--- config.mk ---
export PLATFORM = sky130hd
export DESIGN_NAME = wdt_guard
export DESIGN_NICKNAME = d
export VERILOG_FILES = /design/src/rtl/wdt_pkg.sv /design/src/rtl/wdt_ctrl_reg.sv /design/src/rtl/wdt_period_sel.sv /design/src/rtl/wdt_counter.sv /design/src/rtl/wdt_guard.sv
export SDC_FILE = /design/constraint.sdc
export NUM_CORES = 1
export LEC_CHECK = 0
export BUFFER_PORTS_ARGS = -buffer_cell sky130_fd_sc_hd__clkbuf_2
export CORE_MARGIN = 2
export CORE_UTILIZATION = 30
export CTS_CLUSTER_DIAMETER = 100
export DETAILED_ROUTE_END_ITERATION = 8
export GPL_TIMING_DRIVEN = 0
export SETUP_SLACK_MARGIN = 0.02
export SLEW_MARGIN = 40
export SYNTH_ARGS = -nofsm -noshare
export SYNTH_HDL_FRONTEND = slang
export SYNTH_HIERARCHICAL = 1
export SYNTH_SLANG_ARGS = --single-unit
--- constraint.sdc ---
create_clock -name clk -period 3.1 [get_ports clk]
set_input_delay 0.155 -clock clk [delete_from_list [all_inputs] [get_ports clk]]
set_output_delay 0.155 -clock clk [all_outputs]
set_load 0.005 [all_outputs]
--- src/rtl/wdt_pkg.sv ---
package wdt_pkg;
  localparam int PS_W    = 3;
  localparam int NCODES  = 1 << PS_W;
  localparam int WIN_LEN = 4;
  localparam int WIN_W   = $clog2(WIN_LEN);

  typedef struct packed {
    logic [2:0]      rsv;
    logic            chg;
    logic            en;
    logic [PS_W-1:0] ps;
  } wdt_cfg_t;
endpackage

--- src/rtl/wdt_ctrl_reg.sv ---
module wdt_ctrl_reg
  import wdt_pkg::*;
(
  input  logic            clk,
  input  logic            rst_n,
  input  logic            safe_mode,
  input  logic            wr_en,
  input  wdt_cfg_t        wr_data,
  output logic            en_q,
  output logic            chg_q,
  output logic [PS_W-1:0] ps_q
);
  logic [WIN_W-1:0] win_left;
  logic             open_req;
  logic             unused_rsv;

  assign unused_rsv = ^wr_data.rsv;
  assign open_req   = wr_en && wr_data.chg && wr_data.en;

  always_ff @(posedge clk or negedge rst_n) begin
    if (!rst_n) begin
      en_q  <= 1'b0;
      ps_q  <= '0;
    end else if (wr_en) begin
      if (chg_q) begin
        en_q <= wr_data.en;
        ps_q <= wr_data.ps;
      end else begin
        en_q <= en_q | wr_data.en;
        if (!safe_mode) ps_q <= wr_data.ps;
      end
    end
  end

  always_ff @(posedge clk or negedge rst_n) begin
    if (!rst_n) begin
      chg_q    <= 1'b0;
      win_left <= '0;
    end else if (open_req) begin
      chg_q    <= 1'b1;
      win_left <= WIN_W'(WIN_LEN - 1);
    end else if (chg_q) begin
      if (win_left == '0) chg_q <= 1'b0;
      else                win_left <= win_left - 1'b1;
    end
  end
endmodule

--- src/rtl/wdt_period_sel.sv ---
module wdt_period_sel
  import wdt_pkg::*;
#(
  parameter int BASE_LOG2 = 14,
  localparam int LIM_W    = BASE_LOG2 + NCODES
) (
  input  logic [PS_W-1:0]  ps,
  output logic [LIM_W-1:0] last_cnt
);
  logic [LIM_W-1:0] lim_tab [NCODES];

  for (genvar g = 0; g < NCODES; g++) begin : g_code
    assign lim_tab[g] = (LIM_W'(1) << (BASE_LOG2 + g)) - LIM_W'(1);
  end

  assign last_cnt = lim_tab[ps];
endmodule

--- src/rtl/wdt_counter.sv ---
module wdt_counter #(
  parameter int LIM_W = 22
) (
  input  logic             clk,
  input  logic             rst_n,
  input  logic             run,
  input  logic             kick,
  input  logic             tick,
  input  logic [LIM_W-1:0] last_cnt,
  output logic             expire
);
  logic [LIM_W-1:0] cnt;
  logic             at_end;

  assign at_end = (cnt >= last_cnt);

  always_ff @(posedge clk or negedge rst_n) begin
    if (!rst_n) begin
      cnt    <= '0;
      expire <= 1'b0;
    end else begin
      expire <= run && !kick && tick && at_end;
      if (!run || kick)  cnt <= '0;
      else if (tick)     cnt <= at_end ? '0 : cnt + 1'b1;
    end
  end
endmodule

--- src/rtl/wdt_guard.sv ---
module wdt_guard
  import wdt_pkg::*;
#(
  parameter int BASE_LOG2 = 14
) (
  input  logic       clk,
  input  logic       rst_n,
  input  logic       safe_mode,
  input  logic       cfg_wr_en,
  input  logic [7:0] cfg_wr_data,
  output logic [7:0] cfg_rd_data,
  input  logic       kick,
  input  logic       osc_tick,
  output logic       wdt_reset_req
);
  localparam int LIM_W = BASE_LOG2 + NCODES;

  logic            en_q, chg_q;
  logic [PS_W-1:0] ps_q;
  logic [LIM_W-1:0] last_cnt;
  wdt_cfg_t        rd_cfg;

  wdt_ctrl_reg u_reg (
    .clk(clk), .rst_n(rst_n), .safe_mode(safe_mode),
    .wr_en(cfg_wr_en), .wr_data(wdt_cfg_t'(cfg_wr_data)),
    .en_q(en_q), .chg_q(chg_q), .ps_q(ps_q)
  );

  wdt_period_sel #(.BASE_LOG2(BASE_LOG2)) u_sel (
    .ps(ps_q), .last_cnt(last_cnt)
  );

  wdt_counter #(.LIM_W(LIM_W)) u_cnt (
    .clk(clk), .rst_n(rst_n), .run(en_q), .kick(kick),
    .tick(osc_tick), .last_cnt(last_cnt), .expire(wdt_reset_req)
  );

  always_comb begin
    rd_cfg     = '0;
    rd_cfg.chg = chg_q;
    rd_cfg.en  = en_q;
    rd_cfg.ps  = ps_q;
  end
  assign cfg_rd_data = rd_cfg;
endmodule

; ---- Yosys cells after proc, flatten, opt, wreduce, memory -nomap -nowiden
; Memories as Yosys holds them, arrays and structs flattened.
; Cells that the tools add are included.
[word_totals]
register_bits = 30
mem_count = 1
in_bits = 14
rom_bits = 176
output_inout_bits = 9
elab_cells = 42
[op_classes]
n_addsub = 2
muxes = 14
n_bitwise = 2
magnitude_cmp = 2
reduce_logical = 13
n_eq_ne = 2
[mem_list]
columns = name, words, word_bits, read_ports, rd_clocked_by_memory_dff, wr, line_no
row1 = (no name shown), 8, 22, 1, 0, 0, wdt_period_sel.sv:16  ; assign last_cnt = lim_tab[ps];
[op_table]
columns = op, count
row1 = $mux 22, 5
row2 = $add 22x1->22 const B, 1
row3 = $ge 22x22->1, 1
row4 = $mux 2, 3
row5 = $mux 3, 2
row6 = $logic_and 1x1->1, 5
row7 = $ge 4x4->1 const B, 1
row8 = $mux 1, 4
row9 = $ne 2x1->1 const B, 2
row10 = $not 3->4, 1
row11 = $reduce_and 2->1, 2
row12 = $reduce_bool 2->1, 2
row13 = $logic_not 1->1, 2
row14 = $logic_not 2->1, 1
row15 = $sub 2x1->2 const B, 1
row16 = $logic_or 1x1->1, 1
row17 = $or 1x1->1, 1

; ---- Logic depth before layout (Yosys ltp)
[logic_depth]
depth_word = 8
depth_mapped = 11
ltp_nobuf = 9

; ---- Modules after synthesis
; The synthesis kept the hierarchy.
[modules_own_cells]
columns = mod, cells_per_inst, seq_area_each_um2, n_inst, area_each_um2
row1 = wdt_counter, 224, 575.6, 1, 1946.9
row2 = wdt_ctrl_reg, 24, 175.2, 1, 294.0
row3 = wdt_period_sel, 24, 0.0, 1, 171.4
row4 = wdt_guard, 6, 0.0, 1, 41.3

; ---- Least setup slack after synthesis
; No wires, ideal clock.
[synth_timing]
kind = reg-to-reg
start = register u_reg.ps_q[2]
end = register u_cnt.cnt[13]
required_time_ns = 2.974
stages_incl_launch_ff = 11
slack_ns = 0.812
arrival_time_ns = 2.162
path_buffers = 1
setup_time_ns = 0.126
synth_period_minus_slack_ns = 2.288
path_cell_list = dfrtp_1 and2_2 inv_1 ha_1 nand4_2 o31ai_1 a211oi_2 and2_4 buf_6 and4_1 a221o_1
[synth_via]
elab_chain_len = 8
[synth_lines]
columns = item, line_no
row1 = from (decl), wdt_ctrl_reg.sv:11  ; output logic [PS_W-1:0] ps_q
row2 = from (signal assigned), wdt_ctrl_reg.sv:27  ; ps_q <= wr_data.ps;
row3 = from (signal assigned), wdt_ctrl_reg.sv:30  ; if (!safe_mode) ps_q <= wr_data.ps;
row4 = $not 3->4 (not written as such), wdt_period_sel.sv:16
row5 = $mem_v2 8x22, --
row6 = $mux 22 (not written as such) (2 in series), wdt_period_sel.sv:16
row7 = named net last_cnt[19], wdt_guard.sv:20  ; logic [LIM_W-1:0] last_cnt;
row8 = $ge 22x22->1, wdt_counter.sv:15  ; assign at_end = (cnt >= last_cnt);
row9 = $mux 22 (2 in series), wdt_counter.sv:24  ; else if (tick) cnt <= at_end ? '0 : cnt + 1'b1;
row10 = $mux 22, wdt_counter.sv:23  ; if (!run || kick) cnt <= '0;
row11 = to (signal assigned), wdt_counter.sv:24
row12 = to (decl), wdt_counter.sv:12  ; logic [LIM_W-1:0] cnt;
; The timed path passes the listed nets, and every way through them passes these cells. The select of a mux whose other input is x is not followed.
; A chain may end at the register's enable or synchronous reset.

; ---- Final worst setup path
[layout_timing]
start = register u_reg.ps_q[1]
end = register u_cnt.cnt[18]
; The elaborated chain is that of the path after synthesis.

==> impl_metrics.yaml <==
run_status:
  status: "finished clean"
die:
  num_rows: 32
  io_pins: 23
  die_y_um: 94.44
  coreArea_mm2: 0.007807
  die_w_um: 94.44
  initial_core_util_pct: 31.43
  die_area_mm2: 0.008918
timing:
  rsz0062_at_grt: "false"
  timing.setup.tns_ns: 0
  finalSetupViolCount: 0
  max_slew_margin_pct: 54.09
  worst_pin_slew_ns: 0.6886
  fin_skew_ns: 0.007795
  max_freq_mhz: 374.5
  slew_viol_final: 0
  min_period_ns: 2.670
  hold_viol: 0
  timing.final.crit_share_pct: 86.14
layout:
  fill_cells: 789
  drive_gt1_share_pct: 21.07
  final_area_mm2: 0.002823
  nets: 355
  n_antenna_cell: 0
  syn2layout_area_growth_pct: 15.04
setup_path:
  reg2reg_to: "u_cnt/cnt[18]"
  crit_arrival_ns: 2.82
  r2r_start: "u_reg/ps_q[1]"
  path_max_fanout: 10
  r2r_slack_ns: 0.43
  critPathKind: "reg2reg"
  cp_slowest_cell: "dfrtp_1"
  path_buf_inv: 2
  r2r_cells: 10
  max_stage_delay_ns: 0.44
  crit_family: "compound AO/OA/AOI/OAI gates"
  worstPathCellList: "or3_1 > inv_1 > ha_1 > nand2_1 > o31ai_1 > a211oi_2 > and2_4 > nand2_2 > buf_6 > o41ai_1"
  required_ns: 3.25
  cp-end-kind: "register"
  critPathLaunchType: "register"
placed_design:
  place.gp.congestion: 0.8084
  hpwl_um: 3847
  port_buffers: 16
  place_area_mm2: 0.002718
synthesis:
  syn_area_per_cell_um2: 8.826
  netlist_instances: 278
  synth.yosys.warnings: 6
  synthTopCellsByArea: "dfrtp_1 (31%), ha_1 (12%), buf_4 (6.4%), nand2_1 (4.9%), inv_1 (4.3%)"
  synth_edf_count: 0
  synth.top_cell.area_share_pct: 30.60
  yosysSeqAreaShare_pct: 30.60
  yosysUniqueCellTypes: 58
  postSynth.asyncResetShare_pct: 100.0
  synth.largest_area_cell: "dfrtp_1"
  synth-seq-cells: 30
  netlist_area_mm2: 0.002454
  ys.flop_type: "dfrtp_1"
cts:
  cts_tree: "built"
  clkLatencyLatePin_ns: 0.29
  cts-htree-levels: 2
  clkSinkCount: 30
  cts_setup_buffers: 0
  clkTransAtPathRegs_ns: 0.06
  hold_buffers: 1
  ctsLongestPathBuffers: 2
  cts_root_buffer: "clkbuf_8"
  cts-resized-gates: 0
  numCtsBuffers: 5
run:
  max_cap_violations: 0
worst_hold_path:
  hp-class: "in2reg"
  hold_start: "cfg_wr_data[0]"
  hold_end: "u_reg/ps_q[0]"
  hold_path_depth: 2
detailed_routing:
  detail_route.wirelength_um: 5224
  wl_per_cell_um: 12.44
  via_per_inst: 4.988
  drtAntennaViolNets: 0
  drc: 0
  vias: 2095
  firstDrtPassIters: 5
  drtIter0Drc: 111
grt:
  antenna_found_initial: 0
  grt_overflow: 0
  grt_first_pass_wirelength_um: 9321
  first_global_vias: 1986
  grt_max_degree: 31
  grt_usage_pct: 13.25
power:
  leakage_nw: 1.420
  p_per_area_mw_per_mm2: 401.2
  ir_worst_vdd_mv: 0.2547
## state kept, by name, summed over array words and instances, names as in the netlist
register	count
u_cnt/cnt	22
u_reg/ps_q	3
u_reg/win_left	2
u_cnt/expire	1
u_reg/chg_q	1
u_reg/en_q	1
## power breakdown
group / internal [mW] / total (mW) / switching (mW) / leakage, nW
clock network: 0.178 / 0.337 / 0.159 / 0.0472
logic: 0.162 / 0.323 / 0.161 / 0.971
registers: 0.431 / 0.473 / 0.0419 / 0.402
total: 0.771 / 1.13 / 0.361 / 1.42
## metal layers
layer / GRT usage (%) / wire length (um) / vias to the layer above
met5: 0 / 0 / -
met4: 5.676 / 95 / 0
met3: 2.394 / 280 / 12
met2: 20.77 / 2409 / 62
met1: 17.91 / 2438 / 958
li1: - / - / 1063
## cell usage after synthesis, types with 2 or more instances
library cell	n
a211oi_1	2
a21oi_1	9
a221o_1	2
a22o_1	5
a22oi_1	5
a41o_1	2
and2_1	3
and3_1	6
and4_1	3
buf_4	21
buf_6	4
clkbuf_1	4
conb_1	3
dfrtp_1	30
ha_1	24
inv_1	28
mux2_1	3
nand2_1	32
nand2b_1	2
nand3_1	10
nand3b_1	2
nand4_1	13
nor2_1	10
nor3_1	3
o2111a_1	4
o211ai_1	2
o21ai_0	5
o311ai_0	4
o311ai_1	3
o41ai_1	2
o41ai_2	2
or2_2	3
xnor2_1	2
## cells by family (layout without fill, tap and decap cells)
| kind of cell | after synthesis | in the layout | share of synthesized area (%) |
|---|---|---|---|
| simple gates | 99 | 99 | 21.83 |
| compound gates | 59 | 59 | 19.43 |
| buf+inv | 58 | 83 | 13.36 |
| flops | 30 | 30 | 30.60 |
| fa+ha+maj | 24 | 24 | 12.24 |
| other cells | 3 | 18 | 0.4589 |
| mux | 3 | 3 | 1.377 |
| xor+xnor | 2 | 2 | 0.7141 |
## cells in the final DEF (no fill, tap or decap), types with 3 or more instances in the layout
master	count
clkbuf_1	4
mux2_1	3
buf_6	4
nand3_1	10
inv_1	28
o311ai_0	4
and2_1	3
o311ai_1	3
and4_1	3
or2_2	3
dfrtp_1	30
nand4_1	13
and3_1	6
nand2_1	32
conb_1	18
nor3_1	3
buf_4	21
ha_1	24
o2111a_1	4
a21oi_1	9
a22o_1	5
a22oi_1	5
clkbuf_2	15
clkbuf_8	6
nor2_1	10
o21ai_0	5
## worst max path at each step
| stage | from | endpoint | slack [ns] | depth (start not counted) |
|---|---|---|---|---|
| 3_5_place_dp | u_reg/ps_q[2] | u_cnt/cnt[10] | 0.43 | 10 |
| 4_1_cts | u_reg/ps_q[1] | u_cnt/cnt[18] | 0.36 | 10 |
| 3_3_place_gp | u_reg/ps_q[2] | u_cnt/cnt[19] | 0.47 | 10 |
| 6_report | u_reg/ps_q[1] | u_cnt/cnt[18] | 0.43 | 10 |
| 2_1_floorplan | u_reg/ps_q[2] | u_cnt/cnt[13] | 0.81 | 10 |
| 5_1_grt | u_reg/ps_q[1] | u_cnt/cnt[18] | 0.21 | 10 |
## per-stage QoR
step	std cells	util [%]	hold slack [ns]	worst slack [ns]	total power, mW
finish	420	36.15	0.07410	0.4297	1.132
global placement	411	34.81	0.2723	0.4732	0.7957
global route	420	36.15	0.08320	0.2145	1.230
floorplan	293	-	-0.1406	0.8125	0.7129
CTS	420	36.15	0.07077	0.3613	1.145
detailed placement	411	34.81	0.2734	0.4348	0.8036
## cell type report
cell class / count / area [um^2] / area share, %
multi-input combinational: 205 / 1431 / 50.71
sequential: 30 / 750.7 / 26.60
buffer: 30 / 222.7 / 7.890
tap: 102 / 127.6 / 4.521
inverter: 28 / 105.1 / 3.723
timing repair buffer: 17 / 90.09 / 3.191
clock buffer: 6 / 82.58 / 2.926
clock inverter: 2 / 12.51 / 0.4433
Note: power is estimated with default switching activity, not from simulation.
